$ cat src/rtl/servo_pkg.sv
package servo_pkg;
  // register map; widths occupy ADDR_WIDTH0 .. ADDR_WIDTH0+NUM_CH-1
  localparam int unsigned ADDR_PERIOD = 0;
  localparam int unsigned ADDR_ENABLE = 1;
  localparam int unsigned ADDR_STATUS = 2;
  localparam int unsigned ADDR_WIDTH0 = 16;
endpackage

$ cat src/rtl/servo_regs.sv
module servo_regs import servo_pkg::*; #(
  parameter int unsigned NUM_CH     = 8,
  parameter int unsigned CNT_W      = 32,
  parameter int unsigned ADDR_W     = 8,
  parameter int unsigned DATA_W     = 32,
  parameter int unsigned RST_PERIOD = 1_000_000
) (
  input  logic                           clk_i,
  input  logic                           rst_ni,
  input  logic                           wr_en_i,
  input  logic [ADDR_W-1:0]              addr_i,
  input  logic [DATA_W-1:0]              wdata_i,
  output logic [DATA_W-1:0]              rdata_o,
  output logic [CNT_W-1:0]               period_o,
  output logic [NUM_CH-1:0][CNT_W-1:0]   width_o,
  output logic [NUM_CH-1:0]              enable_o
);
  logic              hit_period, hit_enable, hit_status, hit_any;
  logic [NUM_CH-1:0] hit_width;
  logic              err_q;

  assign hit_period = (addr_i == ADDR_W'(ADDR_PERIOD));
  assign hit_enable = (addr_i == ADDR_W'(ADDR_ENABLE));
  assign hit_status = (addr_i == ADDR_W'(ADDR_STATUS));

  for (genvar n = 0; n < NUM_CH; n++) begin : g_dec
    assign hit_width[n] = (addr_i == ADDR_W'(ADDR_WIDTH0 + n));
  end

  assign hit_any = hit_period | hit_enable | hit_status | (|hit_width);

  always_ff @(posedge clk_i or negedge rst_ni) begin
    if (!rst_ni) begin
      period_o <= CNT_W'(RST_PERIOD);
      width_o  <= '0;
      enable_o <= '0;
      err_q    <= 1'b0;
    end else if (wr_en_i) begin
      if (hit_period) period_o <= wdata_i[CNT_W-1:0];
      if (hit_enable) enable_o <= wdata_i[NUM_CH-1:0];
      for (int n = 0; n < NUM_CH; n++)
        if (hit_width[n]) width_o[n] <= wdata_i[CNT_W-1:0];
      if (hit_status)    err_q <= 1'b0;
      else if (!hit_any) err_q <= 1'b1;
    end
  end

  always_comb begin
    rdata_o = '0;
    if (hit_period) rdata_o = DATA_W'(period_o);
    if (hit_enable) rdata_o = DATA_W'(enable_o);
    if (hit_status) rdata_o = DATA_W'(err_q);
    for (int n = 0; n < NUM_CH; n++)
      if (hit_width[n]) rdata_o = DATA_W'(width_o[n]);
  end
endmodule

$ cat src/rtl/servo_frame.sv
module servo_frame #(
  parameter int unsigned NUM_CH     = 8,
  parameter int unsigned CNT_W      = 32,
  parameter int unsigned RST_PERIOD = 1_000_000
) (
  input  logic                         clk_i,
  input  logic                         rst_ni,
  input  logic [CNT_W-1:0]             period_i,
  input  logic [NUM_CH-1:0][CNT_W-1:0] width_i,
  input  logic [NUM_CH-1:0]            enable_i,
  output logic [CNT_W-1:0]             cnt_o,
  output logic [CNT_W-1:0]             period_act_o,
  output logic [NUM_CH-1:0][CNT_W-1:0] width_act_o,
  output logic [NUM_CH-1:0]            enable_act_o
);
  logic wrap;

  // extra bit: period 0 or 1 wraps every tick without underflow
  assign wrap = (({1'b0, cnt_o} + (CNT_W+1)'(1)) >= {1'b0, period_act_o});

  always_ff @(posedge clk_i or negedge rst_ni) begin
    if (!rst_ni) begin
      cnt_o        <= '0;
      period_act_o <= CNT_W'(RST_PERIOD);
      width_act_o  <= '0;
      enable_act_o <= '0;
    end else if (wrap) begin
      cnt_o        <= '0;
      period_act_o <= period_i;
      width_act_o  <= width_i;
      enable_act_o <= enable_i;
    end else begin
      cnt_o <= cnt_o + CNT_W'(1);
    end
  end
endmodule

$ cat src/rtl/servo_chan.sv
module servo_chan #(
  parameter int unsigned CNT_W = 32
) (
  input  logic [CNT_W-1:0] cnt_i,
  input  logic [CNT_W-1:0] width_i,
  input  logic             en_i,
  output logic             pulse_o
);
  assign pulse_o = en_i && (cnt_i < width_i);
endmodule

$ cat src/rtl/servo_pulse_gen.sv
module servo_pulse_gen import servo_pkg::*; #(
  parameter int unsigned NUM_CH     = 8,
  parameter int unsigned CNT_W      = 32,
  parameter int unsigned ADDR_W     = 8,
  parameter int unsigned DATA_W     = 32,
  parameter int unsigned RST_PERIOD = 1_000_000
) (
  input  logic              clk_i,
  input  logic              rst_ni,
  input  logic              wr_en_i,
  input  logic [ADDR_W-1:0] addr_i,
  input  logic [DATA_W-1:0] wdata_i,
  output logic [DATA_W-1:0] rdata_o,
  output logic [NUM_CH-1:0] servo_o
);
  logic [CNT_W-1:0]             period_sh, period_act, frame_cnt;
  logic [NUM_CH-1:0][CNT_W-1:0] width_sh, width_act;
  logic [NUM_CH-1:0]            enable_sh, enable_act;

  servo_regs #(
    .NUM_CH(NUM_CH), .CNT_W(CNT_W), .ADDR_W(ADDR_W),
    .DATA_W(DATA_W), .RST_PERIOD(RST_PERIOD)
  ) u_regs (
    .clk_i, .rst_ni, .wr_en_i, .addr_i, .wdata_i, .rdata_o,
    .period_o(period_sh), .width_o(width_sh), .enable_o(enable_sh)
  );

  servo_frame #(
    .NUM_CH(NUM_CH), .CNT_W(CNT_W), .RST_PERIOD(RST_PERIOD)
  ) u_frame (
    .clk_i, .rst_ni,
    .period_i(period_sh), .width_i(width_sh), .enable_i(enable_sh),
    .cnt_o(frame_cnt), .period_act_o(period_act),
    .width_act_o(width_act), .enable_act_o(enable_act)
  );

  for (genvar n = 0; n < NUM_CH; n++) begin : g_chan
    servo_chan #(.CNT_W(CNT_W)) u_chan (
      .cnt_i(frame_cnt), .width_i(width_act[n]),
      .en_i(enable_act[n]), .pulse_o(servo_o[n])
    );
  end
endmodule

$ cat config.mk
export PLATFORM = sky130hd
export DESIGN_NAME = servo_pulse_gen
export DESIGN_NICKNAME = d
export VERILOG_FILES = /design/src/rtl/servo_pkg.sv /design/src/rtl/servo_regs.sv /design/src/rtl/servo_frame.sv /design/src/rtl/servo_chan.sv /design/src/rtl/servo_pulse_gen.sv
export SDC_FILE = /design/constraint.sdc
export NUM_CORES = 1
export LEC_CHECK = 0
export ABC_AREA = 0
export BUFFER_PORTS_ARGS = -buffer_cell sky130_fd_sc_hd__clkbuf_2
export CAP_MARGIN = 10
export CORE_MARGIN = 2
export CORE_UTILIZATION = 50
export DETAILED_ROUTE_END_ITERATION = 8
export GPL_ROUTABILITY_DRIVEN = 1
export PLACE_DENSITY_LB_ADDON = 0.15
export SYNTH_ARGS = -nofsm -noshare
export SYNTH_HDL_FRONTEND = slang
export SYNTH_SLANG_ARGS = --single-unit
$ cat constraint.sdc
create_clock -name clk_i -period 3.85 [get_ports clk_i]
set_input_delay 0.385 -clock clk_i [delete_from_list [all_inputs] [get_ports clk_i]]
set_output_delay 0.385 -clock clk_i [all_outputs]
set_load 0.02 [all_outputs]
* After elaboration in Yosys (flattened, before gate mapping)
Index checks and enable logic that the tools add are counted.
** Operators by class
- Add/sub/neg operators :: 2
- $lt $le $gt $ge :: 9
- Equal/unequal tests :: 11
- Muxes and demuxes :: 14
- Bitwise operators :: 3
- Reduce and logical (&&, ||, !) cells :: 21
** Operators by type and width (number)
- two-way mux 32 bit :: 12
- < comparator 32 bit :: 8
- == test 8 x 5 -> 1 bit, second input constant :: 8
- adder 32 x 1 -> 33 bit, second input constant :: 1
- >= comparator 33 x 32 -> 1 bit :: 1
- adder 32 x 1 -> 32 bit, second input constant :: 1
- AND reduction 2 bit :: 11
- == test 8 x 1 -> 1 bit, second input constant :: 1
- == test 8 x 2 -> 1 bit, second input constant :: 1
- logical AND 1 bit :: 8
- zero test 8 bit :: 1
- OR reduction 8 bit :: 1
- OR 1 bit :: 3
- two-way mux 1 bit :: 2
- != test 2 x 1 -> 1 bit, second input constant :: 1
** Word-level totals
- Register bits after elaboration :: 625
- Input port bits :: 43
- Output and inout bits :: 40
- Logic and storage cells :: 82

* Logic depth before layout (Yosys ltp)
- Word-level depth :: 12
- Gate-level depth with buffers :: 15
- Gate-level depth less buffers :: 13

* Cells and area by module
Synthesis repeated with hierarchy kept, for this count alone.
** Second synthesis, totals
- Cells, all modules :: 2900
- Area total of the unflattened synthesis :: 34743.3 um^2
** Modules (own cells, without submodules)
- servo_regs :: times used 1, cells an instance 1127, area an instance 14283.7 um^2, sequential area each 7440.9 um^2
- servo_frame :: times used 1, cells an instance 886, area an instance 14182.4 um^2, sequential area each 8216.6 um^2
- servo_chan at g_chan[0].u_chan ... :: times used 7, cells an instance 111, area an instance 784.5 um^2, sequential area each 0.0 um^2
- servo_chan at g_chan[7].u_chan :: times used 1, cells an instance 110, area an instance 785.8 um^2, sequential area each 0.0 um^2

* Worst setup path after synthesis
No wires, ideal clock.
- Path kind :: reg-to-reg
- Start :: register u_frame.cnt_o[1]
- End :: register u_frame.enable_act_o[7]
- Library setup time :: 0.125 ns
- Arrival time :: 3.673 ns
- Data required time :: 3.725 ns
- Slack :: 0.052 ns
- Stages on the path, launching flop included :: 16
- Path buffers :: 2
- Clock period less this slack :: 3.798 ns
- Path through :: dfrtp_1 -> ha_1 -> nand3_1 -> nor4_1 -> nand2_1 -> nor2_1 -> xor2_1 -> ha_1 -> a211o_1 -> a21oi_1 -> nor4_1 -> o31ai_1 -> o211ai_2 -> buf_12 -> buf_12 -> mux2_4
** On the way
- Cells in the longest elaborated chain, start to end :: 2
** Ends and longest elaborated chain
- start: declaration :: RTL line servo_frame.sv:11 : output logic [CNT_W-1:0] cnt_o,
- start signal: assignment :: RTL line servo_frame.sv:33 : cnt_o <= cnt_o + CNT_W'(1);
- adder 32 x 1 -> 33 bit :: RTL line servo_frame.sv:19 : assign wrap = (({1'b0, cnt_o} + (CNT_W+1)'(1)) >= {1'b0, period_act_o});
- >= comparator 33 x 32 -> 1 bit :: RTL line servo_frame.sv:19
- end signal: assignment :: RTL line servo_frame.sv:31 : enable_act_o <= enable_i;
- end: declaration :: RTL line servo_frame.sv:14 : output logic [NUM_CH-1:0] enable_act_o
Every way passes these cells.
A chain may end at the register's enable or synchronous reset.

* Worst setup path after layout
- Start :: register u_frame.cnt_o[1]
- End :: output servo_o[2]
** On the way
- Cells in the longest elaborated chain, start to end :: 2
** Ends and longest elaborated chain
- < comparator 32 bit :: RTL line servo_chan.sv:9 : assign pulse_o = en_i && (cnt_i < width_i);
- logical AND 1 bit :: RTL line servo_chan.sv:9
- end: declaration :: RTL line servo_pulse_gen.sv:14 : output logic [NUM_CH-1:0] servo_o
Every way passes these cells.

==> summary.log <==
qor: logic_synthesis.synth.yosys.seq_area_share 45.6%
qor: timing.setup_repair_after_global_routing_missed_its_margin true
qor: grt.grtUsageMet3 4.52%
qor: clock_tree.cts.path.max_buffers 3
qor: power.combinationalPowerShare 37.2%
qor: logic_synthesis.synthDominantCellAreaShare 44.6%
qor: power.clock_power_share 30.9%
qor: setup_path.timing.critical_path.fanout_max 6
qor: logic_synthesis.synthesis.instances 2744
qor: grt.grt_pass1_wl 160000 µm
qor: logic_synthesis.synth_async_sr_flop_share 100%
qor: drt.route.detailed.drc 0
qor: floorplan.floorplan.rows 96
qor: power.power_density 577 nW/µm²
qor: layout.num-nets-final 3310
qor: hold_path.worstHoldStart wdata_i[30]
qor: setup_path.worst_ep_arrival_time 3560 ps
qor: drt.vias 23632
qor: setup_path.length_in_cells_of_the_worst_reg_to_reg_path 17
qor: layout.fin_area 40000 µm²
qor: setup_path.critPathLaunchType register
qor: logic_synthesis.yosys_warnings 0
qor: drt.vias_per_cell 6.02
qor: floorplan.io-pin-count 83
qor: timing.actual_slew_at_the_worst_max_slew_pin 1070 ps
qor: placement.dp_hpwl 74000 µm
qor: power.power.share.switching 31.9%
qor: clock_tree.tritoncts built
qor: flow_run.max_cap_violations 0
qor: hold_path.holdPathStages 2
qor: drt.detail_route.iter0.violations 2253
qor: logic_synthesis.yosys_most_used_dff dfrtp_1
qor: timing.layout_setup_ws -95.5 ps
qor: placement.numPortBuffers 82
qor: layout.area_growth_syn_to_layout 16.4%
qor: logic_synthesis.synth_area_leaders dfrtp_1, mux2_4, ha_1, mux2_2, inv_1
qor: grt.via_count_of_the_first_global_routing_pass 24031
qor: placement.placedInstanceArea 36500 µm²
qor: placement.gp_routability_congestion 0.921
qor: status.violated_checks negative setup slack
qor: logic_synthesis.number_of_distinct_library_cells_after_synthesis 74
qor: logic_synthesis.synth_largest_area_cell dfrtp_1
qor: power.pwr-share-seq 31.9%
qor: setup_path.rr_endpoint u_frame.width_act_o[50]
qor: grt.gr-max-usage-layer met2
qor: power.power_report.internal_total 15.7 mW
qor: drt.ant_nets 0
qor: timing.hold_violations 0
qor: logic_synthesis.syn_avg_cell_area 12.5 µm²
qor: timing.timing.max_slew.rel_slack 28.4%
qor: timing.highest_clock_rate 0.253 GHz
qor: setup_path.timing.reg2reg.setup_slack 0 ps
qor: power.net_switching 7.37 mW
qor: placement.placement.setup.worst_slack -249 ps
qor: timing.slew_viol_final 0
qor: setup_path.timing.critical_path.required 3460 ps
qor: logic_synthesis.synth.cell_area 34300 µm²
qor: layout.final_core_utilization 58.6%
qor: grt.grt_antenna_before_repair 4
qor: grt.grt.total_usage 30.7%
qor: grt.global_route.usage.met1 43.5%
qor: setup_path.timing.critical_path.buf_inv 3
qor: floorplan.initial_core_util 50.3%
qor: setup_path.worst-setup-path-type reg -> out
qor: logic_synthesis.postSynthRegisterBits 625
qor: floorplan.floorplan.die.width 266 µm
qor: grt.largest_net_degree_at_the_start_of_global_routing 111
qor: timing.final_period_minus_worst_setup_slack 3950 ps
qor: clock_tree.cts.reportedPaths.clkPinSlew 60 ps
qor: grt.grt_overflow 0
qor: drt.avgRoutedWirePerCell 27.8 µm
qor: clock_tree.number_of_clock_sinks 625
qor: timing.fin_worst_hold_slack 147 ps
qor: floorplan.core_area 68200 µm²
qor: drt.dr.pass1.iters 7
qor: grt.grt_util_met2 48.4%
qor: setup_path.timing.critical_path.slowest_cell_delay 460 ps
qor: power.worst_ir_drop_vdd 0.470 mV
qor: timing.skew 24.0 ps
qor: power.p_leak 20.0 nW
qor: floorplan.die_area 70700 µm²
qor: setup_path.regToRegStartpoint u_frame.cnt_o[18]
qor: status.result_of_the_run finished with violations
qor: timing.finalSetupViolCount 1
qor: setup_path.timing.critical_path.to_type output port
qor: setup_path.path_cells buf_6, buf_4, ha_1, a21o_1, a21o_1, a31oi_1, o221ai_1, a21oi_2, clkbuf_2
qor: setup_path.crit_slowest_cell a31oi_1
qor: clock_tree.clock-root-buffer clkbuf_16
qor: setup_path.cpLargestDelayFamily compound AO/OA/AOI/OAI gates
qor: setup_path.launching_instance_or_port_of_the_critical_path u_frame.cnt_o[1]
qor: hold_path.worst_hold_path_type in -> reg
qor: clock_tree.clock_latency_on_the_worst_skew_pair 630 ps
qor: setup_path.critPathMostFrequentCell a21o_1
qor: clock_tree.ctsHtreeMaxLevel 3
qor: drt.drt-total-wl 109000 µm
qor: timing.finalCritPeriodShare 102%
qor: hold_path.min_delay_worst_endpoint u_regs.width_o[190]
qor: clock_tree.cts_inserted_buffers 72
qor: layout.final_layout_size_suffix_gt1_share 35.3%
qor: logic_synthesis.number_of_enable_flip_flop_cells_after_synthesis 0
qor: logic_synthesis.synth_fp_nets 3068
qor: floorplan.chipHeight 266 µm
==> power groups by stage <==
| stage | combinational (mW) | sequential (mW) | clock (mW) |
|---|---|---|---|
| after global placement | 9.74 | 7.81 | 0 |
| after CTS | 7.18 | 7.35 | 7.21 |
| final | 8.57 | 7.36 | 7.13 |
| after detailed placement | 9.88 | 7.82 | 0 |
| after global routing | 8.92 | 7.41 | 7.49 |
| after floorplan | 5.38 | 7.36 | 0 |
==> sequential cells by signal (all words and copies together) (netlist names) <==
signal                cells
u_regs.enable_o           8
u_regs.err_q              1
u_frame.period_act_o     32
u_regs.period_o          32
u_frame.width_act_o     256
u_regs.width_o          256
u_frame.cnt_o            32
u_frame.enable_act_o      8
==> per-layer routing <==
layer | vias to the layer above | routed length, µm
li1 | 10327 | -
met1 | 12368 | 48400
met2 | 749 | 50700
met3 | 186 | 6220
met4 | 2 | 3740
met5 | - | 13
==> worst reg2reg max path, stage by stage (launching register included) <==
cell and delay (ps):
dfrtp_1 340, and4_4 260, nand4_1 170, buf_4 200, nor4_4 120, buf_4 180
and4_4 220, xor2_2 70, ha_1 330, nand2_2 70, nor4_2 280, buf_4 160
nand4_1 150, o211ai_4 250, buf_12 220, clkbuf_16 220, clkbuf_16 190, mux2_4 300
==> Yosys cell counts, drive strengths merged, types with 4 or more instances <==
cell type	n
a222oi	24
inv	292
o21ai	95
o211ai	12
a21o	67
nand4	52
nand3	27
and3	7
o22ai	12
dfstp	14
ha	281
a31oi	7
a22o	14
xor2	16
nand2b	8
mux2	592
a211o	9
nor2	83
xnor2	14
nor3	12
buf	82
mux4	9
dfrtp	611
nor2b	48
a21oi	98
o2111ai	4
nor4	23
a221o	5
a211oi	24
nand2	67
a221oi	14
o21a	16
and4	6
a22oi	19
clkbuf	38
==> area by class of cell <==
type | count | area (µm²)
Antenna cell | 1 | 2.50
Inverter | 292 | 1100
Multi-Input combinational cell | 1707 | 16800
Timing Repair Buffer | 288 | 2820
Tap cell | 882 | 1100
Clock inverter | 22 | 258
Sequential cell | 625 | 15700
Clock buffer | 108 | 2190
Fill cell | 5586 | 28300
==> layout by cell type, fill, tap and decap left out, types with 24 or more instances in the layout <==
| cell type | n |
|---|---|
| clkbuf_2 | 80 |
| nor2b_1 | 47 |
| nor2_1 | 78 |
| a21o_1 | 67 |
| mux2_2 | 304 |
| clkbuf_16 | 92 |
| dfrtp_1 | 611 |
| inv_1 | 292 |
| nand4_1 | 51 |
| o21ai_0 | 91 |
| mux2_4 | 284 |
| buf_4 | 143 |
| a21oi_1 | 95 |
| buf_12 | 24 |
| ha_1 | 280 |
| a222oi_1 | 24 |
| nand2_1 | 58 |
==> worst max-delay path by stage <==
stage,endpoint,slack (ps),cells past startpoint
floorplan,u_frame.enable_act_o[7],50,15
global placement,u_frame.width_act_o[31],-240,15
detailed placement,u_frame.width_act_o[31],-250,15
CTS,u_frame.width_act_o[177],-80,19
global route,u_frame.width_act_o[50],-170,19
finish,servo_o[2],-100,9
==> per-stage QoR <==
stage	std cells	TNS, ps	power [mW]
after floorplan	2744	0	12.7
after global placement	3750	-34690	17.5
after detailed placement	3750	-36350	17.7
after CTS	3893	-12050	21.7
after global routing	3925	-35580	23.8
final	3925	-95.5	23.1
==> cells by family after synthesis <==
kind of cell	synth area share, %
AOI/OAI and AO/OA	8.52
buffers and inverters	6.18
and+or+nand+nor	5.51
xor gates and xnor gates	0.766
DFF	45.6
adders and majority gates	10.2
muxes	23.2
==> repair_timing <==
item	in CTS	in global routing
gates resized for setup	30	41
hold buffers	1	0
pin swaps	9	30
hold endpoints to repair	91	0
buffers inserted	9	10
gates cloned	3	21
setup endpoints to repair	310	323
Power figures use the tool's default switching activity.
